==> src/rtl/rec_seq_pkg.sv <==
package rec_seq_pkg;

    typedef enum logic [1:0] {
        SC_OFF   = 2'd0,
        SC_NORM  = 2'd1,
        SC_WRITE = 2'd2,
        SC_ERASE = 2'd3
    } scale_e;

    typedef enum logic [1:0] {
        ST_STBY  = 2'd0,
        ST_DRIVE = 2'd1,
        ST_GAP   = 2'd2,
        ST_REST  = 2'd3
    } seq_state_e;

    localparam int BIT_MAIN_PB = 0;
    localparam int BIT_AUX_PB  = 1;
    localparam int BIT_ERASE   = 2;
    localparam int MODE_BITS   = 3;

endpackage

==> src/rtl/rec_word_capture.sv <==
module rec_word_capture #(
    parameter int WORD_LEN = 32,
    parameter int HOLD_W   = 12
) (
    input  logic              clk,
    input  logic              rst_n,
    input  logic              wdata,
    output logic              boundary,
    output logic [HOLD_W-1:0] hold,
    output logic [HOLD_W-1:0] word_q
);
    localparam int CW = $clog2(WORD_LEN);

    logic [CW-1:0] wpos;

    assign boundary = (wpos == CW'(WORD_LEN - 1));

    always_ff @(posedge clk or negedge rst_n) begin
        if (!rst_n) begin
            wpos <= '0;
        end else if (boundary) begin
            wpos <= '0;
        end else begin
            wpos <= wpos + 1'b1;
        end
    end

    for (genvar i = 0; i < HOLD_W; i++) begin : g_hold
        always_ff @(posedge clk or negedge rst_n) begin
            if (!rst_n) begin
                hold[i] <= 1'b0;
            end else if (wpos == CW'(i)) begin
                hold[i] <= wdata;
            end
        end
    end

    always_ff @(posedge clk or negedge rst_n) begin
        if (!rst_n) begin
            word_q <= '0;
        end else if (boundary) begin
            word_q <= hold;
        end
    end

endmodule

==> src/rtl/rec_slot_fsm.sv <==
module rec_slot_fsm
    import rec_seq_pkg::*;
#(
    parameter int NCH       = 9,
    parameter int SLOT_ACT  = 2,
    parameter int SLOT_DEAD = 1
) (
    input  logic                   clk,
    input  logic                   rst_n,
    input  logic                   boundary,
    input  logic                   wstby,
    input  logic                   pend_stby,
    output logic                   drive,
    output logic [$clog2(NCH)-1:0] chan,
    output logic                   standby,
    output logic                   pol
);
    localparam int CHW = $clog2(NCH);
    localparam int PHW = $clog2(SLOT_ACT + SLOT_DEAD + 1);

    seq_state_e     state, state_nx;
    logic [CHW-1:0] ch_nx;
    logic [PHW-1:0] ph, ph_nx;

    always_comb begin
        state_nx = state;
        ch_nx    = chan;
        ph_nx    = ph;
        if (wstby) begin
            state_nx = ST_STBY;
        end else if (boundary) begin
            state_nx = pend_stby ? ST_STBY : ST_DRIVE;
            ch_nx    = '0;
            ph_nx    = '0;
        end else begin
            unique case (state)
                ST_DRIVE: begin
                    if (ph == PHW'(SLOT_ACT - 1)) begin
                        state_nx = ST_GAP;
                        ph_nx    = '0;
                    end else begin
                        ph_nx = ph + 1'b1;
                    end
                end
                ST_GAP: begin
                    if (ph == PHW'(SLOT_DEAD - 1)) begin
                        ph_nx = '0;
                        if (chan == CHW'(NCH - 1)) begin
                            state_nx = ST_REST;
                        end else begin
                            state_nx = ST_DRIVE;
                            ch_nx    = chan + 1'b1;
                        end
                    end else begin
                        ph_nx = ph + 1'b1;
                    end
                end
                ST_REST: state_nx = ST_REST;
                ST_STBY: state_nx = ST_STBY;
            endcase
        end
    end

    always_ff @(posedge clk or negedge rst_n) begin
        if (!rst_n) begin
            state <= ST_STBY;
            chan  <= '0;
            ph    <= '0;
            pol   <= 1'b0;
        end else begin
            state <= state_nx;
            chan  <= ch_nx;
            ph    <= ph_nx;
            if (boundary) begin
                pol <= ~pol;
            end
        end
    end

    always_comb begin
        drive   = (state == ST_DRIVE) && !wstby;
        standby = (state == ST_STBY) || wstby;
    end

endmodule

==> src/rtl/rec_switch_map.sv <==
module rec_switch_map #(
    parameter int NCH = 9
) (
    input  logic                   drive,
    input  logic [$clog2(NCH)-1:0] chan,
    input  logic                   fwd,
    output logic [NCH:0]           p_en,
    output logic [NCH:0]           n_en
);
    for (genvar j = 0; j <= NCH; j++) begin : g_node
        logic is_lo, is_hi;
        assign is_lo   = (int'(chan) == j);
        assign is_hi   = (int'(chan) + 1 == j);
        assign p_en[j] = drive && ((is_lo && fwd) || (is_hi && !fwd));
        assign n_en[j] = drive && ((is_hi && fwd) || (is_lo && !fwd));
    end

endmodule

==> src/rtl/rec_pulse_seq.sv <==
module rec_pulse_seq
    import rec_seq_pkg::*;
#(
    parameter int NMAIN     = 8,
    parameter int WORD_LEN  = 32,
    parameter int SLOT_ACT  = 2,
    parameter int SLOT_DEAD = 1
) (
    input  logic             clk,
    input  logic             rst_n,
    input  logic             wdata,
    input  logic             wstby,
    output logic [NMAIN+1:0] p_en,
    output logic [NMAIN+1:0] n_en,
    output logic [1:0]       cur_scale,
    output logic             standby
);
    localparam int NCH      = NMAIN + 1;
    localparam int CHW      = $clog2(NCH);
    localparam int DIR_BASE = MODE_BITS;
    localparam int HOLD_W   = MODE_BITS + NCH;
    localparam int AUX_DIR  = DIR_BASE + NMAIN;

    logic              boundary;
    logic [HOLD_W-1:0] hold, word_q;
    logic              drive, pol, fwd, sel_aux, chan_en, drive_on, erasing;
    logic [CHW-1:0]    chan;
    logic [NCH-1:0]    dir_vec;
    scale_e            scale;

    rec_word_capture #(.WORD_LEN(WORD_LEN), .HOLD_W(HOLD_W)) u_cap (
        .clk(clk), .rst_n(rst_n), .wdata(wdata),
        .boundary(boundary), .hold(hold), .word_q(word_q)
    );

    rec_slot_fsm #(.NCH(NCH), .SLOT_ACT(SLOT_ACT), .SLOT_DEAD(SLOT_DEAD)) u_fsm (
        .clk(clk), .rst_n(rst_n), .boundary(boundary), .wstby(wstby),
        .pend_stby(hold[BIT_MAIN_PB] & hold[BIT_AUX_PB]),
        .drive(drive), .chan(chan), .standby(standby), .pol(pol)
    );

    assign erasing = word_q[BIT_ERASE];
    assign sel_aux = (chan == '0);
    assign dir_vec = {word_q[DIR_BASE +: NMAIN], erasing ? pol : word_q[AUX_DIR]};
    assign fwd     = dir_vec[chan];
    assign chan_en = sel_aux ? !word_q[BIT_AUX_PB] : !word_q[BIT_MAIN_PB];
    assign drive_on = drive && chan_en;

    always_comb begin
        if (!drive_on) begin
            scale = SC_OFF;
        end else if (!sel_aux) begin
            scale = SC_NORM;
        end else begin
            scale = erasing ? SC_ERASE : SC_WRITE;
        end
    end

    assign cur_scale = scale;

    rec_switch_map #(.NCH(NCH)) u_map (
        .drive(drive_on), .chan(chan), .fwd(fwd),
        .p_en(p_en), .n_en(n_en)
    );

endmodule

==> config.mk <==
export PLATFORM = sky130hd
export DESIGN_NAME = rec_pulse_seq
export DESIGN_NICKNAME = d
export VERILOG_FILES = /design/src/rtl/rec_seq_pkg.sv /design/src/rtl/rec_word_capture.sv /design/src/rtl/rec_slot_fsm.sv /design/src/rtl/rec_switch_map.sv /design/src/rtl/rec_pulse_seq.sv
export SDC_FILE = /design/constraint.sdc
export NUM_CORES = 1
export LEC_CHECK = 0
export ABC_AREA = 1
export ABC_CLOCK_PERIOD_IN_PS = 2150
export BUFFER_PORTS_ARGS = -buffer_cell sky130_fd_sc_hd__buf_2
export CAP_MARGIN = 20
export CORE_UTILIZATION = 42
export CTS_BUF_LIST = sky130_fd_sc_hd__clkbuf_8
export DETAILED_ROUTE_END_ITERATION = 8
export GPL_ROUTABILITY_DRIVEN = 0
export GPL_TIMING_DRIVEN = 0
export PLACE_DENSITY_LB_ADDON = 0.12
export SYNTH_ARGS = -nofsm -noshare
export SYNTH_HDL_FRONTEND = slang
export SYNTH_SLANG_ARGS = --single-unit
export TNS_END_PERCENT = 20
==> constraint.sdc <==
create_clock -name clk -period 2.15 [get_ports clk]
set_input_delay 0.43 -clock clk [delete_from_list [all_inputs] [get_ports clk]]
set_output_delay 0.43 -clock clk [all_outputs]
set_load 0.05 [all_outputs]
# After elaboration in Yosys (flattened, before gate mapping)
# Cells that the tools add are included.
# totals
out_inout_bits	23
register_bits	38
in_bits	4
# op_classes
bitwise	3
reduce_logical	99
add_sub_neg	4
n_eq_ne	38
n_mux	23
n_lt_le_gt_ge	1
# op_table
operator	count
32-bit by 4-bit equality test with 1-bit output, second input constant	4
32-bit by 3-bit equality test with 1-bit output, second input constant	2
32-bit by 5-bit equality test with 1-bit output, second input constant	2
1-bit logical AND	62
32-bit by 2-bit equality test with 1-bit output, second input constant	1
32-bit logical NOT	1
4-bit equality test, second input constant	7
1-bit logical OR	21
5-bit by 3-bit equality test with 1-bit output, second input constant	4
5-bit by 4-bit equality test with 1-bit output, second input constant	4
2-bit 2-to-1 mux	10
4-bit 2-to-1 mux	4
5-bit by 2-bit equality test with 1-bit output, second input constant	2
4-bit by 3-bit equality test with 1-bit output, second input constant	2
4-bit logical NOT	2
4-bit by 3-bit != test with 1-bit output, second input constant	2
2-bit case mux with 4 select lines	1
4-bit by 1-bit adder with 5-bit output, second input constant	1
5-bit by 1-bit adder with 5-bit output, second input constant	1
5-bit by 1-bit equality test with 1-bit output, second input constant	1
5-bit equality test, second input constant	1
5-bit logical NOT	1
4-bit by 5-bit < comparator with 1-bit output, second input constant	1
1-bit 2-to-1 mux	5
17 further kinds	26

# Longest topological paths before layout
# Gate-level depths: netlist (run 1).
# logic_depth
word_depth	7
ltp_mapped	11
ltp_nobuf	10

# By module
# From an unflattened synthesis (run 1), not the netlist that was laid out.
# hier_totals
hier_cells	374
area_unflattened_um2	2492.4
# by_module_without_submodules
mod	area_each_um2	n_inst	cells_each
rec_word_capture	1268.7	1	150
rec_slot_fsm	656.9	1	94
rec_switch_map	359.1	1	84
rec_pulse_seq	207.7	1	46

# Least setup slack after synthesis (run 1)
# OpenSTA, ideal clock, no wires.
# synth_path
path_kind	register to output
start	register u_fsm.chan[0]
end	output p_en[1]
stages_incl_launch_ff	12
slack_ps	-438
t_required_ps	1720
arrival_ps	2158
cell_sequence	dfrtp_1 -> buf_6 -> clkinv_4 -> ha_1 -> nand2_2 -> clkinv_1 -> nand2_1 -> nand3_1 -> nor2_2 -> buf_4 -> nand2_1 -> nor2_1
# synth_via
elab_chain_cells	6
word_cells_on_any_way	13
cone_classes	add/sub: 1; eq/ne: 2; mux: 3; reduce/logical: 7
# synth_rtl
element	line_no	text
start, declared	rec_slot_fsm.sv:14	output logic [$clog2(NCH)-1:0] chan,
start signal, assigned	rec_slot_fsm.sv:72	chan <= ch_nx;
branches (longest 5 deep; another with 4-bit by 1-bit adder with 5-bit output)	n/a	
1-bit logical AND (*)	rec_switch_map.sv:14	assign p_en[j] = drive && ((is_lo && fwd) || (is_hi && !fwd));
end, declared	rec_pulse_seq.sv:13	output logic [NMAIN+1:0] p_en,
# Every way passes the cells marked *. The select of a mux whose other input is x is not followed.

# Worst setup path in the final report (run 1)
# layout_path
start	register u_fsm.chan[0]
end	output p_en[0]
# layout_via
elab_chain_cells	6
word_cells_on_any_way	13
cone_classes	add/sub: 1; mux: 3; reduce/logical: 9
# layout_rtl
element	line_no
branches (longest 5 deep; another with 4-bit by 1-bit adder with 5-bit output)	n/a
1-bit logical AND (*)	rec_switch_map.sv:14
# Marks and branches as above.

==> run metrics, run 1 <==
outcome=finished, violations left; failing checks=setup timing; Synth Warn #=0; die width=81.6 µm; Max-cap violations=0; crit start category=flip-flop; Worst EP required=1.72 ns; slew margin rel.=46.1%; Critical Path Fanout Max=7; Yosys reg bits=38; syn nets=385; CTS Buf Count=5; IO Pins=27; HP Class=input pin to asynchronous set/reset pin; most area-consuming cells after synthesis=dfrtp_1 36%, nand2_1 12%, inv_1 7.1%; count of different cell masters after synthesis=35; fin. max-slew vios=0; Worst Tran Pin Value=0.808 ns; CP Launch Point=u_fsm.chan[0]; RR Startpoint=u_cap.wpos[0]; hold slack=0.228 ns; CTS tree=built; register area share after synthesis=35.7%; Clock Path Buffers=2; Mapped Cells=367; share of cells above drive strength 1=33.0%; pwr/cell area=803 nW/µm²; Hold Fails Final Rpt=0; Clock Tree Root=clkbuf_8; Hold Buf Count CTS=0; CTS HTree Levels=2; sw frac=40.7%; Routed Antenna Nets=0; Die ar.=6660 µm²; Seq pwr share=28.1%; Worst VDD drop=457 µV; die height=81.6 µm; Final Util=60.2%; clock slew at reported path FFs=0.08 ns; TritonRoute pass-1 iters=4; EDFF count, synth=0; Critical Path AT=2.05 ns; pre-CTS WS=-0.352 ns; Synth area leader=dfrtp_1; Worst Skew=0.00683 ns; Comb pwr share=47.3%; Area growth, synth to finish=36.4%; internal power=1.73 mW; FMAX=403 MHz; grt ovf=0; # nets final=435; DRC viols=0; Period minus WS final=2.48 ns; Clock Latency Late Sink=0.29 ns; P_sw=1.19 mW; Final WS setup=-0.334 ns; Pleak=1.82 nW; starting density of the core=44.2%; DR WL/cell=13.4 µm; setup violators final=21; first-pass GRT wire length=10800 µm; largest net degree at the start of global routing=39; drt total wl=6610 µm; Rows=28; HPWL Detailed=4610 µm; kind of critical path=flip-flop to primary output; Avg Cell Area, Syn=7.25 µm²; initial antenna violation count=0; number of global-route vias before repair=2420; area share of the largest cell type after synthesis=35.7%; Synth Flop Type=dfrtp_1; # diodes=0; Iteration-0 DRC Markers=103; via count=2561; Core Region=6030 µm²; critical path endpoint category=primary output; fraction of registers with async set/reset=100%; clock sink count=38; port buffer count=26; drt via density=5.19; fin crit share=116%; unrepaired setup endpoints after global routing=yes; gr usage total=21.0%; Synth Cell Area=2660 µm²; clock network power share=24.6%
flip-flops by register name, indices dropped and copies added, names as in the netlist:
signal and flops:
u_cap.hold 12, u_cap.word_q 12, u_cap.wpos 5, u_fsm.chan 4, u_fsm.ph 2, u_fsm.state 2
u_fsm.pol 1
cells in the mapped netlist, drive strengths merged, types with 3 or more instances:
cell type / instances
buf: 10
ha: 14
o2111ai: 3
nand3: 19
nand2: 87
inv: 53
a31oi: 12
clkbuf: 4
nand4: 20
o21ai: 17
a21oi: 17
nor2: 64
dfrtp: 38
cell families after synthesis:
family | after synthesis | share of synthesized area, %
compound gates | 53 | 11.4
xor+xnor | 1 | 0.329
fa+ha+maj | 14 | 6.58
buf+inv | 69 | 11.5
flops | 38 | 35.7
simple gates | 192 | 34.4
power groups by stage:
stage          logic, mW  registers [mW]  clock network (mW)
6_report            1.38           0.818               0.717
2_1_floorplan      0.966           0.829                   0
3_5_place_dp        1.16           0.843                   0
3_3_place_gp        1.15           0.839                   0
5_1_grt             1.52           0.823               0.766
4_1_cts             1.32           0.818               0.736
stage by stage:
stage / cells / total power, mW / TNS (ns) / area (µm²)
global placement: 468 / 1.99 / -6.46 / 3070
CTS: 491 / 2.87 / -6.31 / 3530
finish: 493 / 2.91 / -6.54 / 3630
floorplan: 367 / 1.80 / -0.128 / 2850
detailed placement: 468 / 2.00 / -6.89 / 3070
global route: 493 / 3.11 / -9.36 / 3630
final timing paths:
path                                 endpoint  slack [ns]  depth (start not counted)
worst max register to register  u_cap.wpos[3]        0.12                          9
worst max-delay path                  p_en[0]       -0.33                         12
min in group clk                u_cap.hold[1]        0.43                          3
worst min register to register      u_fsm.pol        0.47                          1
max in group asynchronous       u_fsm.chan[1]        1.37                          1
worst min-delay path            u_cap.hold[5]        0.23                          1
timing repair:
action,in CTS,in global routing
gates cloned,2,0
resized for setup,70,23
setup buffers,13,2
pin swaps,7,8
setup endpoints to repair,22,29
layer usage:
layer	track usage, %	wire length, µm
met5	0	0
met4	5.79	76
met3	3.44	223
met2	36.0	3270
met1	27.3	3040
cell type report:
type | count | area [µm²]
fillers | 569 | 2400
multi-input cells | 260 | 1690
flip-flops and latches | 38 | 952
repair buffers | 43 | 433
inverters | 55 | 224
plain buffers | 14 | 104
well taps | 75 | 93.8
clock buffers | 5 | 68.8
clock inverters | 3 | 68.8
worst max-delay path, cell delays in order, from the launching register on:
cell      delay, ns
dfrtp_1        0.37
buf_6          0.14
clkinv_8       0.06
ha_4           0.17
nand2_4        0.08
clkinv_4       0.05
nand2_4        0.06
nand3_4        0.07
nor2_4         0.24
buf_6          0.19
nand2_4        0.06
nor2_4         0.11
buf_8          0.15
cell usage in the layout, fill, tap and decap left out, types with 3 or more instances in the layout:
cell type   n
o21ai_0    17
inv_2       4
a31oi_1    12
buf_2       8
nor2_4     23
o2111ai_1   3
dfrtp_1    37
nand2_1    61
ha_1       13
inv_1      49
nor2_1     28
buf_8       7
clkbuf_1    4
buf_4      16
nor2_2     12
nand2_4    10
nand3_1    16
clkbuf_8    5
buf_6      21
a21oi_1    16
nand2_2    15
nand4_1    19
Power figures use the tool's default switching activity.
==> run 2, diff against run 1 <==
Settings changed: ABC_CLOCK_PERIOD_IN_PS 2150 to 2300.
Clock period 2.15 ns to 2.3 ns, I/O delays scaled along.
==> run 2 against run 1 <==
  * The run still ends with setup timing left
  * Hold slack better by 0.030 ns
  * Non-clock buffer count up 1
  * Global-route usage up 0.43 points
  * Clock-buffer cell count unchanged
  * Core utilization down 1.1 points
  * Power down 5.4%
  * Register-to-register slack better by 0.10 ns
  * Sequential share of layout area up 0.51 points
  * Design area down 1.9%
  * Largest power group unchanged
==> run metrics, run 2 (synthesis results as in run 1) <==
outcome=finished, violations left; failing checks=setup timing; unrepaired setup endpoints after global routing=yes; Worst EP required=1.84 ns; Critical Path Fanout Max=5; # nets final=436; R2R setup slack=0.22 ns; TritonRoute pass-1 iters=5; DRC viols=0; RR Startpoint=u_cap.wpos[0]; Worst Tran Pin Value=0.813 ns; CTS tree=built; via count=2616; HPWL Detailed=4510 µm; number of global-route vias before repair=2381; commonest cells after routing, fill and taps aside=70 x nand2_1, 49 x inv_1, 37 x dfrtp_1; pwr/cell area=774 nW/µm²; largest net degree at the start of global routing=39; # diodes=0; HP Class=input pin to asynchronous set/reset pin; Worst VDD drop=533 µV; TNS Setup=-3.12 ns; first-pass GRT wire length=11000 µm; Critical Path AT=2.02 ns; drt total wl=6760 µm; Final WS setup=-0.179 ns; Clock Path Buffers=2; Core Region=6030 µm²; Routed Antenna Nets=0; setup violators final=21; die height=81.6 µm; critical path endpoint category=primary output; Die ar.=6660 µm²; top flop regs=u_cap.hold: 12 flops, u_cap.word_q: 12 flops, u_cap.wpos: 5 flops; die width=81.6 µm; reg2reg end=u_cap.wpos[3]; Area growth, synth to finish=33.8%; Worst Skew=0.00720 ns; fin crit share=108%; Pleak=1.80 nW; commonest non-fill, non-tap cell in the layout=nand2_1; Rows=28; FMAX=403 MHz; grt ovf=0; Period minus WS final=2.48 ns; R2R depth=9; clock slew at reported path FFs=0.08 ns; IO Pins=27; kind of critical path=flip-flop to primary output; gr usage total=21.5%; DR WL/cell=13.7 µm; starting density of the core=44.2%; initial antenna violation count=0; clock sink count=38; drt via density=5.30; Final Util=59.1%; Hold Fails Final Rpt=0; Max-cap violations=0; Iteration-0 DRC Markers=180; port buffer count=26; CTS Buf Count=5; share of cells above drive strength 1=32.0%; fin. max-slew vios=0; slew margin rel.=45.8%; Clock Tree Root=clkbuf_8; CTS HTree Levels=2; Clock Latency Late Sink=0.29 ns; crit start category=flip-flop
[run 2: cell count changes in the layout (fill, tap and decap cells not counted), sizes merged]
cell,previous run,this run
clkbuf,9,10
[run 2: report_power, final]
group	total (mW)	switching [mW]	internal (mW)
Combinational	1.31	0.811	0.503
Sequential	0.764	0.0376	0.727
Clock	0.679	0.244	0.435
[run 2: metrics by stage]
stage	setup WS, ns	area (µm²)	hold slack, ns	total power, mW	instances
3_3_place_gp	-0.327	2950	0.458	1.78	468
4_1_cts	-0.194	3410	0.286	2.63	489
3_5_place_dp	-0.344	2950	0.459	1.79	468
5_1_grt	-0.288	3560	0.334	2.94	494
2_1_floorplan	-0.0967	2730	0.164	1.60	367
6_report	-0.179	3560	0.258	2.76	494
[run 2: layout make-up]
cell class / count / area, µm²
fill: 561 / 2460
multi-input combinational: 260 / 1590
sequential: 38 / 952
timing repair buffer: 44 / 444
inverter: 55 / 226
buffer: 14 / 115
tap: 75 / 93.8
clock buffer: 5 / 68.8
clock inverter: 3 / 68.8
[run 2: worst max-delay path by stage]
stage	endpoint	cells past startpoint	from	slack, ns
finish	p_en[1]	11	u_fsm.chan[1]	-0.18
global route	p_en[1]	12	u_fsm.chan[0]	-0.29
CTS	p_en[0]	12	u_fsm.chan[0]	-0.19
detailed placement	p_en[3]	11	u_fsm.chan[1]	-0.34
global placement	p_en[0]	11	u_fsm.chan[1]	-0.33
floorplan	p_en[1]	11	u_fsm.chan[0]	-0.1
[run 2: critical path, cell delays in order, from the launching register on]
cell	delay (ns)
dfrtp_2	0.43
inv_2	0.11
ha_4	0.20
nand2_4	0.08
clkinv_4	0.05
nand2_2	0.05
nand3_2	0.09
nor2_4	0.20
buf_6	0.15
nand2_1	0.07
nor2_2	0.11
buf_6	0.17
[run 2: per-layer routing]
metal	wire length (µm)	track usage, %	vias to the layer above	share of wire, %
met1	3080	28.8	1242	45
met3	343	4.22	13	5.1
li1	-	-	1286	-
met5	0	0	-	0
met2	3240	35.0	75	48
met4	104	6.14	0	1.5
[run 2: repair_timing]
item,CTS,global route
resized for setup,71,29
setup endpoints to repair,22,22
hold buffers,0,0
cloned,2,1
setup buffers,11,4
pin swaps,4,10
